### config.mk
export PLATFORM = sky130hd
export DESIGN_NAME = clk_rate_divider
export DESIGN_NICKNAME = d
export VERILOG_FILES = /design/src/rtl/clk_div_pkg.sv /design/src/rtl/clk_div_ctrl.sv /design/src/rtl/clk_div_datapath.sv /design/src/rtl/clk_rate_divider.sv
export SDC_FILE = /design/constraint.sdc
export NUM_CORES = 1
export LEC_CHECK = 0
export ABC_AREA = 0
export ABC_CLOCK_PERIOD_IN_PS = 4400
export CORE_ASPECT_RATIO = 1.5
export CORE_UTILIZATION = 35
export DETAILED_ROUTE_END_ITERATION = 7
export DONT_BUFFER_PORTS = 1
export PLACE_DENSITY_LB_ADDON = 0.25
export SETUP_SLACK_MARGIN = 0.2
export SYNTH_ARGS = -nofsm -noshare
export SYNTH_HDL_FRONTEND = slang
export SYNTH_SLANG_ARGS = --single-unit
### constraint.sdc
create_clock -name clk -period 4.4 [get_ports clk]
set_input_delay 0.88 -clock clk [delete_from_list [all_inputs] [get_ports clk]]
set_output_delay 0.88 -clock clk [all_outputs]
set_load 0.01 [all_outputs]
### src/rtl/clk_div_pkg.sv
package clk_div_pkg;
  localparam int WORD_W  = 32;
  localparam int DIV_W   = 16;
  localparam int DIV_LSB = 16;
  localparam int EN_W    = 2;

  typedef struct packed {
    logic             run;
    logic [DIV_W-1:0] nextDiv;
  } divCmd_t;
endpackage

### src/rtl/clk_div_ctrl.sv
module clk_div_ctrl
  import clk_div_pkg::*;
#(
  parameter int MIN_DIV = 2
) (
  input  logic              clk,
  input  logic              rstN,
  input  logic              wrEn,
  input  logic [WORD_W-1:0] wrData,
  output logic [WORD_W-1:0] ctlWord,
  output divCmd_t           cmd
);
  localparam logic [EN_W-1:0]  ALL_ON = {EN_W{1'b1}};
  localparam logic [DIV_W-1:0] DIV_FLOOR = DIV_W'(MIN_DIV);

  logic [DIV_W-1:0] divField;
  logic [EN_W-1:0]  enField;

  always_ff @(posedge clk or negedge rstN) begin
    if (!rstN)     ctlWord <= '0;
    else if (wrEn) ctlWord <= wrData;
  end

  assign divField    = ctlWord[DIV_LSB +: DIV_W];
  assign enField     = ctlWord[EN_W-1:0];
  assign cmd.nextDiv = divField;
  assign cmd.run     = (enField == ALL_ON) && (divField >= DIV_FLOOR);
endmodule

### src/rtl/clk_div_datapath.sv
module clk_div_datapath
  import clk_div_pkg::*;
#(
  parameter bit EVEN_CLK_EN = 1'b1
) (
  input  logic    clk,
  input  logic    rstN,
  input  divCmd_t cmd,
  output logic    tickOut,
  output logic    divClkOut
);
  logic [DIV_W-1:0] activeDiv;
  logic [DIV_W-1:0] curDiv;
  logic [DIV_W-1:0] count;
  logic             runningQ;
  logic             atEnd;

  // A fresh start uses the word's divisor; a running divider keeps its own until terminal count.
  assign curDiv = runningQ ? activeDiv : cmd.nextDiv;
  assign atEnd  = (count == curDiv - DIV_W'(1));

  always_ff @(posedge clk or negedge rstN) begin
    if (!rstN) begin
      activeDiv <= '0;
      count     <= '0;
      runningQ  <= 1'b0;
      tickOut   <= 1'b0;
    end else if (!cmd.run) begin
      count     <= '0;
      runningQ  <= 1'b0;
      tickOut   <= 1'b0;
    end else begin
      runningQ <= 1'b1;
      if (atEnd) begin
        count     <= '0;
        tickOut   <= 1'b1;
        activeDiv <= cmd.nextDiv;
      end else begin
        count     <= count + DIV_W'(1);
        tickOut   <= 1'b0;
        activeDiv <= curDiv;
      end
    end
  end

  generate
    if (EVEN_CLK_EN) begin : gEvenClk
      logic             clkQ;
      logic [DIV_W-1:0] halfMark;
      assign halfMark = (curDiv >> 1) - DIV_W'(1);
      always_ff @(posedge clk or negedge rstN) begin
        if (!rstN)                               clkQ <= 1'b0;
        else if (!cmd.run || atEnd)              clkQ <= 1'b0;
        else if (!curDiv[0] && count == halfMark) clkQ <= 1'b1;
      end
      assign divClkOut = clkQ;
    end else begin : gNoClk
      assign divClkOut = 1'b0;
    end
  endgenerate
endmodule

### src/rtl/clk_rate_divider.sv
module clk_rate_divider
  import clk_div_pkg::*;
#(
  parameter int MIN_DIV     = 2,
  parameter bit EVEN_CLK_EN = 1'b1
) (
  input  logic              clk,
  input  logic              rstN,
  input  logic              wrEn,
  input  logic [WORD_W-1:0] wrData,
  output logic [WORD_W-1:0] rdData,
  output logic              tickOut,
  output logic              divClkOut
);
  divCmd_t cmd;

  clk_div_ctrl #(.MIN_DIV(MIN_DIV)) uCtrl (
    .clk(clk), .rstN(rstN), .wrEn(wrEn), .wrData(wrData),
    .ctlWord(rdData), .cmd(cmd)
  );

  clk_div_datapath #(.EVEN_CLK_EN(EVEN_CLK_EN)) uPath (
    .clk(clk), .rstN(rstN), .cmd(cmd),
    .tickOut(tickOut), .divClkOut(divClkOut)
  );
endmodule

==> flow_metrics.env, run 1 <==
export IMPL_status="completed"
export IMPL_synth_distinct_cells=67
export IMPL_grt_setup_unrepaired="no"
export IMPL_dp_cells=612
export IMPL_num_rows=51
export IMPL_netlist_area_leader_share_pct=35.4
export IMPL_p_per_area_mw_per_mm2=419
export IMPL_ys_flop_type="dfrtp_1"
export IMPL_antenna_found_initial=0
export IMPL_cp_end_kind="flop"
export IMPL_relSlewSlack_pct=49.7
export IMPL_ctsResizeCount=0
export IMPL_antennaDiodeCount=0
export IMPL_finalNonFillerCells=628
export IMPL_numCtsBuffers=9
export IMPL_yosysWarnings=0
export IMPL_synth_area_leaders="dfrtp_1 (35%), mux2_2 (7.6%), xnor2_1 (6.1%)"
export IMPL_syn2layout_area_growth_pct=5.39
export IMPL_worstPathRequired_ns=4.62
export IMPL_yosysSeqAreaShare_pct=35.4
export IMPL_worst_pin_slew_ns=0.755
export IMPL_wirelength_um=11800
export IMPL_finalMaxSlewViolations=0
export IMPL_cts_root_buffer="clkbuf_16"
export IMPL_core_sq_mm=0.0131
export IMPL_dp_hpwl_um=8340
export IMPL_critPathKind="reg2reg"
export IMPL_setup_viol=0
export IMPL_skew_ns=0.00728
export IMPL_syn_area_sq_mm=0.00474
export IMPL_synth_edf_count=0
export IMPL_num_vias=3648
export IMPL_grt_overflow=0
export IMPL_cts_setup_buffers=0
export IMPL_grt_pass1_wl_um=19700
export IMPL_synth_async_reset_ratio_pct=100
export IMPL_path_max_fanout=63
export IMPL_grt_util_all_layers_pct=17.9
export IMPL_seq_area_sq_mm=0.00168
export IMPL_min_delay_path_class="in2async"
export IMPL_routed_via_density=5.81
export IMPL_avgRoutedWirePerCell_um=18.8
export IMPL_firstDrtPassIters=4
export IMPL_avgSynthCellArea_sq_um=9.53
export IMPL_cts_hold_buf=0
export IMPL_drive_gt1_share_pct=18.1
export IMPL_fillers=1249
export IMPL_grt_start_max_net_pins=68
export IMPL_clk_pin_slew_ns=0.07
export IMPL_cts_path_max_buffers=2
export IMPL_utilization_pct=38.2
export IMPL_cap_violations=0
export IMPL_drc=0
export IMPL_hold_viol_final=0
export IMPL_yosysMostFrequentCell="dfrtp_1"
export IMPL_insertion_delay_ns=0.34
export IMPL_fin_tns_setup_ns=0
export IMPL_drtIter0Drc=230
export IMPL_timing_final_crit_share_pct=87.1
export IMPL_numClockSinks=67
export IMPL_gp_congestion=0.896
export IMPL_leakagePower_nw=1.74
export IMPL_fmax_mhz=261
export IMPL_yosysTopAreaCell="dfrtp_1"
export IMPL_period_minus_slack_ns=3.83
export IMPL_max_vdd_ir_drop_v=0.000284
export IMPL_cts_tree="yes"
export IMPL_htree_levels=3
export IMPL_portBuffers=0
export IMPL_synth_seq_cells=67
export IMPL_postRouteAntennaNets=0
export IMPL_synthTopCellsByCount="dfrtp_1 (67), nand2_1 (39), xnor2_1 (33), mux2_2 (32), a21oi_1 (25)"
export IMPL_nets=502
export IMPL_start_util_pct=36.2
export IMPL_die_x_um=97.0
export IMPL_grt_pass1_vias=3740
export IMPL_multi_input_comb_area_sq_mm=0.00271
export IMPL_worst_setup_path_start_kind="flop"
export IMPL_io_pins=69
export IMPL_syn_nets=535
export IMPL_synthCells=497
export IMPL_cp_arrival_ns=4.05
export IMPL_fp_dieH_um=144
export IMPL_die_area_sq_mm=0.0140
[worst max-delay path, cell delays in order, from the launching register on]
cell	delay, ns
dfrtp_2	0.58
buf_12	0.29
or3b_4	0.44
a222oi_1	0.69
a2111oi_0	0.22
a21oi_1	0.23
or3_1	0.64
nor4_1	0.21
a311o_1	0.36
[where the power goes]
part           switching [mW]  internal, mW  leakage [nW]
sequential              0.152         0.696         0.804
combinational           0.251         0.230         0.785
clock                   0.315         0.450         0.149
total                   0.717          1.38          1.74
[layer usage]
layer | routed length [um] | vias up | GRT usage [%] | share of wire [%]
met5 | 0 | - | 0 | 0
met4 | 394 | 0 | 8.72 | 3.3
met3 | 531 | 20 | 4.06 | 4.5
met2 | 6050 | 111 | 31.7 | 51
met1 | 4820 | 1786 | 20.2 | 41
li1 | - | 1731 | - | -
[placed cells by master, fill, tap and decap left out, types with 16 or more instances in the layout]
cell type	count
nor2_1	20
nor4_1	16
a21oi_1	25
dfrtp_1	66
xnor2_1	33
xor2_1	23
mux2_2	32
nor3b_1	18
o21ai_0	19
nand2_1	39
[cells by family after synthesis]
| family | share of synthesized area (%) |
|---|---|
| multiplexers | 11.3 |
| adder cells (fa/ha/maj) | 0.792 |
| buffers and inverters | 7.37 |
| AND/OR/NAND/NOR | 21.6 |
| flip-flops | 35.4 |
| AO/OA/AOI/OAI | 13.2 |
| XOR/XNOR | 10.4 |
[worst paths after layout]
path / slack, ns / end / from / cells after the start
setup / recovery: 0.57 / uPath.activeDiv[13] / uPath.runningQ / 8
hold / removal: 0.23 / uPath.count[10] / rstN / 0
setup reg to reg: 0.57 / uPath.activeDiv[13] / uPath.runningQ / 8
hold reg to reg: 0.58 / uCtrl.ctlWord[14] / uCtrl.ctlWord[14] / 1
max in group asynchronous: 4.04 / uPath.runningQ / rstN / 0
min in group clk: 0.58 / uCtrl.ctlWord[14] / uCtrl.ctlWord[14] / 1
[sequential cells by signal, indices dropped and copies added, names as in the netlist]
signal / count
uPath.runningQ: 1
uPath.tickOut: 1
uPath.divClkOut: 1
uPath.count: 16
uCtrl.ctlWord: 32
uPath.activeDiv: 16
[stage by stage]
| stage | hold slack, ns | cell area, sq um | worst slack, ns | power [mW] |
|---|---|---|---|---|
| 2_1_floorplan | 0.543 | 4740 | 0.749 | 1.25 |
| 3_3_place_gp | 0.562 | 4680 | 0.709 | 1.32 |
| 3_5_place_dp | 0.566 | 4680 | 0.637 | 1.34 |
| 4_1_cts | 0.224 | 4990 | 0.629 | 2.11 |
| 5_1_grt | 0.220 | 4990 | 0.298 | 2.20 |
| 6_report | 0.227 | 4990 | 0.569 | 2.09 |
[final cells by class]
type | count | share of cell area (%)
clock inverter | 7 | 1.68
tap | 159 | 3.98
multi-input combinational | 372 | 54.3
sequential | 67 | 33.6
inverter | 6 | 0.451
timing repair buffer | 8 | 1.45
clock buffer | 9 | 4.51
No activity file was read; power rests on OpenSTA's default activity.
==> inputs of run 2 (changes only) <==
ABC_CLOCK_PERIOD_IN_PS = 4210   (was 4400)
CAP_MARGIN = 40   (was not set)
clock period = 4.21 ns   (was 4.4 ns; I/O delays follow)
==> run 2 against run 1 <==
Against the previous run: worst hold slack got worse by 0.032 ns; register-to-register slack got worse by 0.12 ns; combinational power is 5.4% higher; fmax increased by 1.8%; global-route usage up 0.073 points; core utilization fell by 0.25 points; via count grew 2.4%; final cell count stayed put; wire length is 2.2% higher; critical path type unchanged.
==> flow_metrics.env, run 2 (synthesis results as in run 1) <==
export IMPL_design_area_sq_mm=0.00496
export IMPL_layout_commonest_cell="dfrtp_1"
export IMPL_grt_start_max_net_pins=78
export IMPL_min_delay_path_class="in2async"
export IMPL_place_ws_ns=0.531
export IMPL_drive_gt1_share_pct=18.1
export IMPL_drtIter0Drc=200
export IMPL_nets=502
export IMPL_period_minus_slack_ns=3.76
export IMPL_worst_pin_slew_ns=0.684
export IMPL_dp_cells=612
export IMPL_skew_ns=0.00926
export IMPL_timing_final_crit_share_pct=89.4
export IMPL_grt_util_all_layers_pct=17.9
export IMPL_gp_congestion=0.929
export IMPL_portBuffers=0
export IMPL_cts_setup_buffers=0
export IMPL_htree_levels=3
export IMPL_cp_end_kind="flop"
export IMPL_insertion_delay_ns=0.34
export IMPL_start_util_pct=36.2
export IMPL_grt_setup_unrepaired="no"
export IMPL_antenna_found_initial=0
export IMPL_crit_path_top_delay_cell="a222oi_1"
export IMPL_cap_violations=0
export IMPL_status="completed"
export IMPL_firstDrtPassIters=5
export IMPL_finalMaxSlewViolations=0
export IMPL_postRouteAntennaNets=0
export IMPL_die_area_sq_mm=0.0140
export IMPL_leakagePower_nw=1.72
export IMPL_p_per_area_mw_per_mm2=426
export IMPL_layout_common_cells="dfrtp_1 (66), nand2_1 (39), xnor2_1 (33)"
export IMPL_finalNonFillerCells=628
export IMPL_crit_path_start="uPath.runningQ"
export IMPL_grt_pass1_wl_um=19900
export IMPL_relSlewSlack_pct=54.4
export IMPL_worst_setup_path_start_kind="flop"
export IMPL_largest_register="uCtrl.ctlWord"
export IMPL_hold_viol_final=0
export IMPL_max_vdd_ir_drop_v=0.000300
export IMPL_dp_hpwl_um=8420
export IMPL_drc=0
export IMPL_crit_path_max_incr_delay_ns=0.63
export IMPL_num_vias=3735
export IMPL_path_max_fanout=77
export IMPL_numClockSinks=67
export IMPL_r2r_start="uPath.runningQ"
export IMPL_num_rows=51
export IMPL_cts_root_buffer="clkbuf_16"
export IMPL_wirelength_um=12100
export IMPL_fin_worst_hold_slack_ns=0.196
export IMPL_cts_path_max_buffers=2
export IMPL_numCtsBuffers=9
export IMPL_utilization_pct=37.9
export IMPL_core_sq_mm=0.0131
export IMPL_setup_viol=0
export IMPL_grt_overflow=0
export IMPL_grt_pass1_vias=3841
export IMPL_antennaDiodeCount=0
export IMPL_cts_tree="yes"
export IMPL_totalPowerFinal_mw=2.11
export IMPL_io_pins=69
export IMPL_worstPathRequired_ns=4.43
export IMPL_cts_hold_buf=0
export IMPL_critical_path_cell_chain="buf_12 > or3b_4 > a222oi_1 > a21oi_1 > nand4b_1 > a211o_1 > o31ai_4 > buf_4 > nor2_1"
export IMPL_dpl_cell_area_sq_mm=0.00468
export IMPL_fmax_mhz=266
export IMPL_routed_via_density=5.95
export IMPL_reg_largest_list="uCtrl.ctlWord (32), uPath.activeDiv (16), uPath.count (16)"
export IMPL_critPathKind="reg2reg"
export IMPL_fin_tns_setup_ns=0
export IMPL_ctsResizeCount=0
export IMPL_syn2layout_area_growth_pct=4.70
export IMPL_die_x_um=97.0
export IMPL_avgRoutedWirePerCell_um=19.2
export IMPL_cp_arrival_ns=3.98
export IMPL_fp_dieH_um=144
export IMPL_largest_reg_flops=32
export IMPL_clk_pin_slew_ns=0.07
export IMPL_final_setup_worst_slack_ns=0.446
run 2: path summary, 6_finish.rpt:
path	slack, ns	to	cells after the start
worst max-delay path	0.45	uPath.count[5]	9
worst min-delay path	0.20	uPath.count[2]	0
worst max register to register	0.45	uPath.count[5]	9
worst min register to register	0.58	uCtrl.ctlWord[13]	1
max in group asynchronous	3.87	uPath.runningQ	0
min in group clk	0.58	uCtrl.ctlWord[13]	1
run 2: metal layers:
metal  GRT usage, %  wire (um)  vias up
met5              0          0        -
met4           9.19        391        0
met3           3.38        581       25
met2           32.1       6230      129
met1           20.3       4860     1851
li1               -          -     1730
run 2: layout make-up:
| class | instances | area [sq um] |
|---|---|---|
| Fill cell | 1290 | 8120 |
| Timing Repair Buffer | 8 | 72.6 |
| Clock inverter | 7 | 51.3 |
| Multi-Input combinational cell | 372 | 2710 |
| Sequential cell | 67 | 1680 |
| Clock buffer | 9 | 225 |
| Tap cell | 159 | 199 |
| Inverter | 6 | 22.5 |
run 2: critical path: cells and delay by family, from the launching register on:
family	cells	cell delay, ns
AOI/OAI and AO/OA	4	1.63
DFF	1	0.57
and+or+nand+nor	3	0.76
buffers and inverters	2	0.63
run 2: power by group:
| group | internal, mW | leakage [nW] | total [mW] | switching, mW |
|---|---|---|---|---|
| Combinational | 0.239 | 0.784 | 0.506 | 0.267 |
| Clock | 0.402 | 0.132 | 0.722 | 0.320 |
| Sequential | 0.728 | 0.804 | 0.887 | 0.159 |
| Total | 1.37 | 1.72 | 2.11 | 0.746 |
==> inputs of run 3 (changes only) <==
--- a/config.mk
+++ b/config.mk
@@ -7,3 +7,3 @@
 export LEC_CHECK = 0
-export ABC_AREA = 0
+export ABC_AREA = 1
 export ABC_CLOCK_PERIOD_IN_PS = 4210
==> constraint.sdc (replaced) <==
create_clock -name clk -period 4.21 [get_ports clk]
set_input_delay 0.2105 -clock clk [delete_from_list [all_inputs] [get_ports clk]]
set_output_delay 0.2105 -clock clk [all_outputs]
set_load 0.01 [all_outputs]
==> run 3 against run 2 <==
Against the previous run: final cell count up 32%; largest cell class unchanged; combinational power up 8.3%; via count up 13%; critical path depth up 8; power up 5.0%; clock skew down 0.0028 ns; wire length up 11%; critical endpoint is now uPath.divClkOut; design area up 6.7%; sequential power down 9.9%; highest routed layer unchanged; fmax up 13%; clock power up 21%; die area up 2.5%.
==> flow_metrics.env, run 3 <==
export IMPL_numCtsBuffers=9
export IMPL_layout_commonest_cell="nand2_1"
export IMPL_timing_final_crit_share_pct=79.2
export IMPL_io_pins=69
export IMPL_skew_ns=0.00645
export IMPL_min_to="uCtrl.ctlWord[22]"
export IMPL_cp_end_kind="flop"
export IMPL_cp_top_family="simple AND/OR/NAND/NOR gates"
export IMPL_syn_nets=709
export IMPL_synth_seq_cells=67
export IMPL_leakagePower_nw=2.49
export IMPL_power_frac_seq_pct=36.0
export IMPL_cp_arrival_ns=3.53
export IMPL_nets=697
export IMPL_drc=0
export IMPL_crit_path_top_delay_cell="dfrtp_1"
export IMPL_largest_register="uCtrl.ctlWord"
export IMPL_ys_flop_type="dfrtp_1"
export IMPL_fin_tns_setup_ns=0
export IMPL_grt_pass1_vias=4211
export IMPL_internal_power_mw=1.49
export IMPL_synthCells=671
export IMPL_critical_path_cell_chain="inv_6 > nand2_2 > nand2_1 > inv_1 > ha_1 > nand3_1 > nor2_2 > nand3_1 > nand2_1 > nand2_1 > nor2_1 > nand2_1 > nor2_4 > nand2_2 > buf_4 > nand2_1 > nor2_1"
export IMPL_worstPathRequired_ns=4.41
export IMPL_worst_path_buf_inv=3
export IMPL_cts_root_buffer="clkbuf_16"
export IMPL_grt_overflow=0
export IMPL_syn2layout_area_growth_pct=8.94
export IMPL_grt_pass1_wl_um=21500
export IMPL_path_max_fanout=22
export IMPL_hold_viol_final=0
export IMPL_relSlewSlack_pct=57.3
export IMPL_worstRegToRegCells=17
export IMPL_finalMaxSlewViolations=0
export IMPL_yosysWarnings=0
export IMPL_synth_async_reset_ratio_pct=100
export IMPL_period_minus_slack_ns=3.34
export IMPL_p_per_area_mw_per_mm2=420
export IMPL_pwr_share_comb_pct=24.7
export IMPL_cts_setup_buffers=0
export IMPL_firstDrtPassIters=4
export IMPL_largest_reg_flops=32
export IMPL_cts_tree="yes"
export IMPL_p_switching_mw=0.730
export IMPL_netlist_area_leader_share_pct=34.5
export IMPL_critPathKind="reg2reg"
export IMPL_cpMostUsedCell="nand2_1"
export IMPL_portBuffers=0
export IMPL_die_x_um=98.2
export IMPL_regToRegSetupSlack_ns=0.87
export IMPL_avgSynthCellArea_sq_um=7.24
export IMPL_fp_dieH_um=146
export IMPL_avgRoutedWirePerCell_um=16.1
export IMPL_crit_path_max_incr_delay_ns=0.51
export IMPL_hold_start="wrEn"
export IMPL_grt_setup_unrepaired="no"
export IMPL_cts_path_max_buffers=2
export IMPL_drive_gt1_share_pct=14.5
export IMPL_yosysSeqAreaShare_pct=34.5
export IMPL_syn_area_sq_mm=0.00486
export IMPL_wirelength_um=13300
export IMPL_num_rows=52
export IMPL_reg2reg_to="uPath.divClkOut"
export IMPL_antennaDiodeCount=0
export IMPL_r2r_start="uPath.runningQ"
export IMPL_insertion_delay_ns=0.33
export IMPL_fmax_mhz=300
export IMPL_yosysMostFrequentCell="nand2_1"
export IMPL_max_vdd_ir_drop_v=0.000337
export IMPL_setup_viol=0
export IMPL_dp_hpwl_um=10500
export IMPL_synth_distinct_cells=35
export IMPL_switching_share_pct=32.9
export IMPL_gp_congestion=0.994
export IMPL_cap_violations=0
export IMPL_grt_util_all_layers_pct=19.3
export IMPL_antenna_found_initial=0
export IMPL_min_delay_path_class="in2reg"
export IMPL_synth_edf_count=0
export IMPL_clk_pin_slew_ns=0.06
export IMPL_yosysTopAreaCell="dfrtp_1"
export IMPL_routed_via_density=5.11
export IMPL_synth_area_leaders="dfrtp_1 (35%), nand2_1 (16%), nand3_1 (7.3%)"
export IMPL_p_clk_share_pct=39.3
export IMPL_numClockSinks=67
export IMPL_worst_setup_path_start_kind="flop"
export IMPL_core_sq_mm=0.0135
export IMPL_reg_largest_list="uCtrl.ctlWord (32), uPath.activeDiv (16), uPath.count (16)"
export IMPL_start_util_pct=35.9
export IMPL_utilization_pct=39.1
export IMPL_htree_levels=3
export IMPL_ctsResizeCount=0
export IMPL_num_vias=4218
export IMPL_synthTopCellsByCount="nand2_1 (207), nand3_1 (71), dfrtp_1 (67), nor2_1 (62), inv_1 (59)"
export IMPL_layout_common_cells="nand2_1 (207), nand3_1 (71), dfrtp_1 (67)"
export IMPL_postRouteAntennaNets=0
export IMPL_status="completed"
export IMPL_drtIter0Drc=162
export IMPL_hold_depth=2
export IMPL_die_area_sq_mm=0.0144
export IMPL_worst_pin_slew_ns=0.638
export IMPL_grt_start_max_net_pins=68
==> run 3: cell types whose count changed in the layout (fill, tap and decap cells not counted), sizes merged, moves of 13 or more <==
cell and delta:
nand3 +67, nand4 +18, nand2 +195, inv +57, mux2 -14, xnor2 -31
a311o -15, nor4 -13, a21oi -23, nor2 +43, mux2i -16, nor3b -19
==> run 3: cell families after synthesis <==
logic type,share of synthesized area (%)
adder cells (fa/ha/maj),0.773
buffers and inverters,10.8
AND/OR/NAND/NOR,41.6
multiplexers,4.17
flip-flops,34.5
AO/OA/AOI/OAI,3.50
XOR/XNOR,4.69
==> run 3: metrics by stage <==
step	hold WS, ns	setup WS, ns	power (mW)	instances	cell area [sq um]
final	0.00717	0.874	2.22	826	5290
after CTS	0.00113	0.911	2.24	826	5290
after global placement	-0.0820	0.995	1.33	799	4810
after floorplan	-0.0851	1.68	1.23	671	4860
after global routing	0.0129	0.530	2.34	826	5290
after detailed placement	-0.0823	0.926	1.33	799	4810
==> run 3: how the worst max path moves through the flow <==
| stage | depth (start not counted) | end | startpoint | slack (ns) |
|---|---|---|---|---|
| 6_report | 17 | uPath.divClkOut | uPath.runningQ | 0.87 |
| 5_1_grt | 17 | uPath.divClkOut | uPath.runningQ | 0.53 |
| 4_1_cts | 17 | uPath.divClkOut | uPath.runningQ | 0.91 |
| 3_5_place_dp | 17 | uPath.divClkOut | uPath.runningQ | 0.93 |
| 3_3_place_gp | 16 | uPath.divClkOut | uPath.runningQ | 0.99 |
| 2_1_floorplan | 19 | uPath.activeDiv[12] | uPath.runningQ | 1.68 |
==> run 3: area by class of cell <==
type | instances | area (sq um)
Fill cell | 1406 | 8240
Multi-Input combinational cell | 501 | 2660
Sequential cell | 67 | 1680
Inverter | 66 | 253
Clock buffer | 10 | 239
Tap cell | 162 | 203
Timing Repair Buffer | 14 | 150
Clock inverter | 6 | 111
==> run 3: timing repair <==
| item | 4_1_cts | 5_1_grt |
|---|---|---|
| hold buffers | 11 | 0 |
| hold endpoints to repair | 80 | 0 |
| setup endpoints to repair | 0 | 0 |
==> run 3: metal layers <==
layer | global-route usage (%) | vias up | wire length [um]
met5 | 0 | - | 0
met4 | 12.1 | 0 | 730
met3 | 3.11 | 34 | 507
met2 | 34.6 | 121 | 6890
met1 | 20.9 | 1949 | 5200
li1 | - | 2114 | -
==> run 3: power groups by stage <==
stage | Combinational, mW | Sequential, mW | Clock (mW)
after floorplan | 0.454 | 0.779 | 0
after global placement | 0.517 | 0.810 | 0
after detailed placement | 0.520 | 0.809 | 0
after CTS | 0.549 | 0.799 | 0.894
after global routing | 0.615 | 0.809 | 0.914
final | 0.548 | 0.799 | 0.874
